[src/rtl/rtc_psc_pkg.sv]
package rtc_psc_pkg;

    localparam int CFG_W    = 32;
    localparam int SPSC_W   = 15;
    localparam int APSC_W   = 7;
    localparam int SPSC_LSB = 0;
    localparam int APSC_LSB = 16;

    localparam logic [SPSC_W-1:0] SPSC_RST = SPSC_W'(16'h00FF);
    localparam logic [APSC_W-1:0] APSC_RST = APSC_W'(8'h7F);

    typedef enum logic [1:0] {
        PS_LOAD = 2'd0,
        PS_RUN  = 2'd1,
        PS_HOLD = 2'd2
    } ps_state_t;

endpackage

[src/rtl/rtc_psc_ctrl.sv]
module rtc_psc_ctrl
    import rtc_psc_pkg::*;
(
    input  logic clk,
    input  logic rst_n,
    input  logic init_mode,
    output logic load,
    output logic run
);

    ps_state_t state_q;
    ps_state_t state_d;

    always_ff @(posedge clk or negedge rst_n) begin
        if (!rst_n) begin
            state_q <= PS_LOAD;
        end else begin
            state_q <= state_d;
        end
    end

    always_comb begin
        state_d = state_q;
        unique case (state_q)
            PS_LOAD: state_d = init_mode ? PS_HOLD : PS_RUN;
            PS_RUN:  state_d = init_mode ? PS_HOLD : PS_RUN;
            PS_HOLD: state_d = init_mode ? PS_HOLD : PS_LOAD;
            default: state_d = PS_LOAD;
        endcase
    end

    always_comb begin
        load = 1'b0;
        run  = 1'b0;
        unique case (state_q)
            PS_LOAD: load = 1'b1;
            PS_RUN:  run  = 1'b1;
            PS_HOLD: ;
            default: load = 1'b1;
        endcase
    end

    // every exit from HOLD passes through LOAD
    a_r8_hold_exits_via_load: assert property (@(posedge clk) disable iff (!rst_n)
        (state_q == PS_HOLD && !init_mode) |=> (state_q == PS_LOAD));

    // init mode always lands in HOLD on the next edge
    a_r7_init_enters_hold: assert property (@(posedge clk) disable iff (!rst_n)
        init_mode |=> (state_q == PS_HOLD));

endmodule

[src/rtl/rtc_psc_regs.sv]
module rtc_psc_regs
    import rtc_psc_pkg::*;
(
    input  logic              clk,
    input  logic              rst_n,
    input  logic              wr_req,
    input  logic              init_mode,
    input  logic              wp_unlocked,
    input  logic [CFG_W-1:0]  wdata,
    output logic [SPSC_W-1:0] spsc,
    output logic [APSC_W-1:0] apsc,
    output logic [CFG_W-1:0]  rdata
);

    logic wr_ok;

    assign wr_ok = wr_req && init_mode && wp_unlocked;

    always_ff @(posedge clk or negedge rst_n) begin
        if (!rst_n) begin
            spsc <= SPSC_RST;
            apsc <= APSC_RST;
        end else if (wr_ok) begin
            spsc <= wdata[SPSC_LSB +: SPSC_W];
            apsc <= wdata[APSC_LSB +: APSC_W];
        end
    end

    always_comb begin
        rdata = '0;
        rdata[SPSC_LSB +: SPSC_W] = spsc;
        rdata[APSC_LSB +: APSC_W] = apsc;
    end

    // a write missing any enable leaves the coefficients untouched
    a_r4_gated_write: assert property (@(posedge clk) disable iff (!rst_n)
        !(wr_req && init_mode && wp_unlocked) |=> ($stable(spsc) && $stable(apsc)));

    // the coefficients only change while init mode is active
    a_r4_no_change_outside_init: assert property (@(posedge clk) disable iff (!rst_n)
        !init_mode |=> $stable(rdata));

endmodule

[src/rtl/rtc_psc_stage.sv]
module rtc_psc_stage #(
    parameter int W = 8
) (
    input  logic         clk,
    input  logic         rst_n,
    input  logic         load,
    input  logic         en,
    input  logic [W-1:0] coef,
    output logic         tick
);

    logic [W-1:0] cnt_q;
    logic         at_zero;

    assign at_zero = (cnt_q == '0);
    assign tick    = en && at_zero;

    always_ff @(posedge clk or negedge rst_n) begin
        if (!rst_n) begin
            cnt_q <= '0;
        end else if (load) begin
            cnt_q <= coef;
        end else if (en) begin
            if (at_zero) begin
                cnt_q <= coef;
            end else begin
                cnt_q <= cnt_q - 1'b1;
            end
        end
    end

    // a load cycle leaves the counter at the coefficient
    a_r8_reload_value: assert property (@(posedge clk) disable iff (!rst_n)
        load |=> (cnt_q == $past(coef)));

    // an enabled nonzero counter steps down by one
    a_r5_step_down: assert property (@(posedge clk) disable iff (!rst_n)
        (en && !load && cnt_q != '0) |=> (cnt_q == W'($past(cnt_q) - 1'b1)));

    // without enable or load the counter holds
    a_r7_idle_hold: assert property (@(posedge clk) disable iff (!rst_n)
        (!en && !load) |=> $stable(cnt_q));

    // a tick never appears without an input enable
    a_r5_tick_needs_en: assert property (@(posedge clk) disable iff (!rst_n)
        tick |-> en);

endmodule

[src/rtl/rtc_prescaler.sv]
module rtc_prescaler
    import rtc_psc_pkg::*;
(
    input  logic             clk,
    input  logic             rst_n,
    input  logic             rtc_tick,
    input  logic             init_mode,
    input  logic             wp_unlocked,
    input  logic             cfg_wr,
    input  logic [CFG_W-1:0] cfg_wdata,
    output logic [CFG_W-1:0] cfg_rdata,
    output logic             apre_tick,
    output logic             spre_tick
);

    logic              load;
    logic              run;
    logic [SPSC_W-1:0] spsc;
    logic [APSC_W-1:0] apsc;
    logic              a_en;

    rtc_psc_ctrl u_ctrl (
        .clk       (clk),
        .rst_n     (rst_n),
        .init_mode (init_mode),
        .load      (load),
        .run       (run)
    );

    rtc_psc_regs u_regs (
        .clk         (clk),
        .rst_n       (rst_n),
        .wr_req      (cfg_wr),
        .init_mode   (init_mode),
        .wp_unlocked (wp_unlocked),
        .wdata       (cfg_wdata),
        .spsc        (spsc),
        .apsc        (apsc),
        .rdata       (cfg_rdata)
    );

    assign a_en = run && rtc_tick;

    rtc_psc_stage #(.W(APSC_W)) u_astage (
        .clk   (clk),
        .rst_n (rst_n),
        .load  (load),
        .en    (a_en),
        .coef  (apsc),
        .tick  (apre_tick)
    );

    rtc_psc_stage #(.W(SPSC_W)) u_sstage (
        .clk   (clk),
        .rst_n (rst_n),
        .load  (load),
        .en    (apre_tick),
        .coef  (spsc),
        .tick  (spre_tick)
    );

    // second stage only fires together with the first
    a_r6_spre_with_apre: assert property (@(posedge clk) disable iff (!rst_n)
        spre_tick |-> apre_tick);

    // first stage only fires on an input enable
    a_r5_apre_with_input: assert property (@(posedge clk) disable iff (!rst_n)
        apre_tick |-> rtc_tick);

    // no output activity in the cycle after init mode is seen
    a_r7_quiet_in_init: assert property (@(posedge clk) disable iff (!rst_n)
        init_mode |=> (!apre_tick && !spre_tick));

    // the cycle after init mode falls is the reload cycle, with no ticks
    a_r8_quiet_on_exit: assert property (@(posedge clk) disable iff (!rst_n)
        $fell(init_mode) |=> (!apre_tick && !spre_tick));

    // reserved fields never carry data
    a_r3_reserved_zero: assert property (@(posedge clk) disable iff (!rst_n)
        (cfg_rdata[15] == 1'b0) && (cfg_rdata[31:23] == 9'd0));

endmodule

[config.mk]
export PLATFORM = sky130hd
export DESIGN_NAME = rtc_prescaler
export DESIGN_NICKNAME = d
export VERILOG_FILES = /design/src/rtl/rtc_psc_pkg.sv /design/src/rtl/rtc_psc_ctrl.sv /design/src/rtl/rtc_psc_regs.sv /design/src/rtl/rtc_psc_stage.sv /design/src/rtl/rtc_prescaler.sv
export SDC_FILE = /design/constraint.sdc
export NUM_CORES = 1
export LEC_CHECK = 0
export ABC_CLOCK_PERIOD_IN_PS = 4130
export BUFFER_PORTS_ARGS = -buffer_cell sky130_fd_sc_hd__buf_2
export CAP_MARGIN = 25
export CORE_MARGIN = 4
export CORE_UTILIZATION = 50
export CTS_CLUSTER_DIAMETER = 40
export DETAILED_ROUTE_END_ITERATION = 6
export PLACE_DENSITY = 0.77
export SLEW_MARGIN = 10
export SYNTH_ARGS = -nofsm -noshare
export SYNTH_HDL_FRONTEND = slang
export SYNTH_SLANG_ARGS = --single-unit
[constraint.sdc]
create_clock -name clk -period 4.13 [get_ports clk]
set_input_delay 0.413 -clock clk [delete_from_list [all_inputs] [get_ports clk]]
set_output_delay 0.413 -clock clk [all_outputs]
set_load 0.02 [all_outputs]
==> metrics.log <==
INFO  metric endpoint = apre_tick
INFO  metric boundaryPins = 72
INFO  metric switching_share = 43.7%
INFO  metric timing.slew.headroom = between 30% and 40%
INFO  metric synth_async_sr_flop_share = 100%
INFO  metric wl_per_cell = 14.2 um
INFO  metric syn2layout_area_growth = 16.5%
INFO  metric cts_tree = yes
INFO  metric first_global_vias = 1962
INFO  metric globalplace.congestion = approximately 0.83
INFO  metric yosysUniqueCellTypes = 52
INFO  metric remaining_drc_errors = 0
INFO  metric synthTopCellsByCount = sky130_fd_sc_hd__dfrtp_1, sky130_fd_sc_hd__a21oi_1, sky130_fd_sc_hd__mux2_2, sky130_fd_sc_hd__o21ai_0, sky130_fd_sc_hd__dfstp_2
INFO  metric violation_count_after_the_first_detailed_routing_iteration = 106
INFO  metric cp.depth = 6
INFO  metric vdd.ir_drop.worst = ~0.32 mV
INFO  metric grt_usage = 17.6%
INFO  metric post-route-period-util = 68.2%
INFO  metric power.net_switching = 955 uW
INFO  metric synthFlopType = sky130_fd_sc_hd__dfrtp_1
INFO  metric count_of_flip_flops_with_a_built_in_enable_after_synthesis = 0
INFO  metric origin_of_the_critical_flop_to_flop_path = u_astage.cnt_q[0]
INFO  metric largest_net_degree_at_the_start_of_global_routing = 47
INFO  metric yosysMostFrequentCell = sky130_fd_sc_hd__dfrtp_1
INFO  metric ys_seq_elements = 46
INFO  metric gr-total-overflow = 0
INFO  metric path_delay_family = simple AND/OR/NAND/NOR gates
INFO  metric std_cell_rows = 25
INFO  metric cts-buffers-inserted = 5
INFO  metric bufs_on_longest_clock_path = 2
INFO  metric layout.core_utilization = 61.7%
INFO  metric grt_antenna_before_repair = 0
INFO  metric count_of_input_and_output_buffers = 51
INFO  metric crit_path_max_cell_delay = 0.55 ns
INFO  metric p_total = between 2 and 2.5 mW
INFO  metric cts_root_buffer = sky130_fd_sc_hd__clkbuf_8
INFO  metric sequentialPowerShare = 37.8%
INFO  metric timing.final.max_slew_violations = 0
INFO  metric drive_gt1_share = between 30% and 40%
INFO  metric placement.setup.worst_slack = 1.64 ns
INFO  metric clock_tree.htree_level_count = 2
INFO  metric power-per-cell-area = between 700 and 800 nW/um^2
INFO  metric crit_chain = inv_1 -> ha_1 -> or4b_1 -> or4_4 -> inv_2 -> buf_2
INFO  metric setup.reg_to_reg.worst_slack = 1.62 ns
INFO  metric worstSetupStartpointType = flip-flop
INFO  metric critical_path.max_fanout = 8
INFO  metric detail-route-antenna-nets = 0
INFO  metric clock_latency = 0.30 ns
INFO  metric cp_data_arrival_time = about 2.4 ns
INFO  metric max-cap-violations = 0
INFO  metric worst_path_max_delay_cell = sky130_fd_sc_hd__or4b_1
INFO  metric cp_data_required_time = 3.72 ns
INFO  metric reg2reg_to = u_astage.cnt_q[1]
INFO  metric tns = 0 ns
INFO  metric worstPathBufferInverterCount = 3
INFO  metric status = finished, final reports clean
INFO  metric placed_cells_incl_taps = ~360
INFO  metric min_path_type = input pin to flip-flop
INFO  metric detail_route.first_pass.iterations = 4
INFO  metric die_width = approximately 80 um
INFO  metric dr_total_vias = between 2000 and 2500
INFO  metric total_wirelength = between 5000 and 6000 um
INFO  metric diodes = 0
INFO  metric routed_via_density = ~5.6
INFO  metric setup_viol = 0
INFO  metric synth-seq-area-share = 45.5%
INFO  metric pwr-share-comb = 46.9%
INFO  metric nFillCells = 427
INFO  metric worstSetupStartpoint = u_astage.cnt_q[0]
INFO  metric cts.sinks = 46
INFO  metric start_util = 53.0%
INFO  metric total_leakage_power = 1.33 nW
INFO  metric clock_skew = between 0.005 and 0.006 ns
INFO  metric grt_setup_unrepaired = no
INFO  metric cts.clk_slew.worst_paths = 0.08 ns
INFO  metric synth_area = 2570 um^2
INFO  metric die_height = between 70 and 80 um
INFO  metric biggest_area_contributors_in_the_synthesized_netlist = sky130_fd_sc_hd__dfrtp_1, sky130_fd_sc_hd__dfstp_2, sky130_fd_sc_hd__mux2_2, sky130_fd_sc_hd__a21oi_1, sky130_fd_sc_hd__ha_1
INFO  metric finalNonFillerCells = 375
INFO  metric worst-slew-pin-transition = 0.931 ns
INFO  metric synth_top_area_share = 30.2%
INFO  metric synthesis.instances = between 200 and 300
INFO  metric fin_nets = 353
INFO  metric fp.coreArea = 4850 um^2
INFO  metric clockPowerShare = 15.2%
INFO  metric hold_viol_final = 0
INFO  metric syn_area_per_cell = between 10 and 15 um^2
INFO  metric intPower = ~1.2 mW
INFO  metric achievable-frequency = 0.355 GHz
INFO  metric setup_cp_type = flip-flop to output port
INFO  metric timing.final.ws_setup = about 1.3 ns
INFO  metric post_synthesis_cell_type_with_the_largest_combined_area = sky130_fd_sc_hd__dfrtp_1
INFO  metric placed_wire_length_estimate = 3750 um
INFO  metric total_die_area = 6350 um^2
INFO  metric synth_warn = 0
INFO  metric reg2reg_depth = 7
INFO  metric finalCriticalPeriod = 2.82 ns
INFO  metric grt_first_pass_wirelength = 8850 um
INFO  metric crit_path_end_kind = output port
[state kept, by name (all words and copies together) (netlist names)]
signal	flops
u_regs.spsc	15
u_sstage.cnt_q	15
u_astage.cnt_q	7
u_regs.apsc	7
u_ctrl.state_q	2
[cells by family after synthesis]
logic type               Yosys count  synth area share, %
adder cells (fa/ha/maj)            8                 3.90
flip-flops                        46                 45.5
multiplexers                      24                 10.4
buffers and inverters             36                 7.11
AND/OR/NAND/NOR                   74                 16.5
other                              1                0.146
AO/OA/AOI/OAI                     66                 16.4
[cells in the final DEF (no fill, tap or decap), types with 2 or more instances in the layout]
cell and count:
sky130_fd_sc_hd__o21ai_0 19, sky130_fd_sc_hd__ha_1 8, sky130_fd_sc_hd__nand2_1 8, sky130_fd_sc_hd__conb_1 10, sky130_fd_sc_hd__o21ai_1 2, sky130_fd_sc_hd__mux2_2 22, sky130_fd_sc_hd__o21bai_1 2, sky130_fd_sc_hd__dfrtp_1 31
sky130_fd_sc_hd__nor2_1 13, sky130_fd_sc_hd__or3_1 3, sky130_fd_sc_hd__o211a_1 2, sky130_fd_sc_hd__nand2b_1 2, sky130_fd_sc_hd__nor4_1 4, sky130_fd_sc_hd__nor2b_1 2, sky130_fd_sc_hd__buf_2 51, sky130_fd_sc_hd__a31oi_1 2
sky130_fd_sc_hd__nand4_1 7, sky130_fd_sc_hd__a22oi_1 3, sky130_fd_sc_hd__clkbuf_8 5, sky130_fd_sc_hd__buf_4 3, sky130_fd_sc_hd__inv_1 14, sky130_fd_sc_hd__dfstp_2 15, sky130_fd_sc_hd__nor3_1 11, sky130_fd_sc_hd__nand3_1 12
sky130_fd_sc_hd__a21oi_1 24, sky130_fd_sc_hd__mux2i_1 2, sky130_fd_sc_hd__o31ai_1 2
[area by class of cell]
| class | count | area (um^2) | share of cell area (%) |
|---|---|---|---|
| Clock buffer | 6 | 72.6 | 2.42 |
| Clock inverter | 2 | 37.5 | 1.25 |
| Inverter | 15 | 56.3 | 1.88 |
| Multi-Input combinational cell | 182 | 1250 | 41.8 |
| Sequential cell | 46 | 1170 | 39.1 |
| Tap cell | 67 | 83.8 | 2.80 |
| Timing Repair Buffer | 57 | 323 | 10.8 |
[stage by stage]
step                instance area [um^2]  hold WS [ns]
global route                        2990         0.304
finish                              2990         0.305
CTS                                 2950         0.298
floorplan                           2600         0.117
detailed placement                  2840         0.516
global placement                    2840         0.508
[metal layers]
metal | global-route usage (%) | up-vias | share of wire, %
met5 | 0 | - | 0
li1 | - | 1018 | -
met1 | 23.6 | 1020 | 45
met2 | 27.6 | 66 | 47
met3 | 4.06 | 8 | 6.0
met4 | 6.87 | 0 | 1.7
[worst min path at each step]
stage                               start                 to  slack, ns  depth (start not counted)
after floorplan                     rst_n  u_astage.cnt_q[0]       0.12                          0
after global placement    u_regs.spsc[12]    u_regs.spsc[12]       0.51                          1
after detailed placement   u_regs.spsc[8]     u_regs.spsc[8]       0.52                          1
after CTS                           rst_n  u_astage.cnt_q[0]       0.30                          1
after global routing            init_mode  u_ctrl.state_q[0]       0.30                          2
final                           init_mode  u_ctrl.state_q[0]       0.31                          2
[power by group through the flow]
stage          logic, mW  registers (mW)  clock network [mW]
2_1_floorplan      0.768           0.822                   0
3_3_place_gp       0.981           0.821                   0
3_5_place_dp        1.02           0.830                   0
4_1_cts             1.02           0.825               0.341
5_1_grt             1.15           0.860               0.368
6_report            1.03           0.827               0.333
[repair_timing]
| item | CTS | global route |
|---|---|---|
| setup buffers | 0 | 0 |
| hold endpoints to repair | 0 | 5 |
| hold buffers | 0 | 1 |
| gates resized for setup | 0 | 0 |
| setup endpoints to repair | 0 | 0 |
No activity file was read; power rests on OpenSTA's default activity.
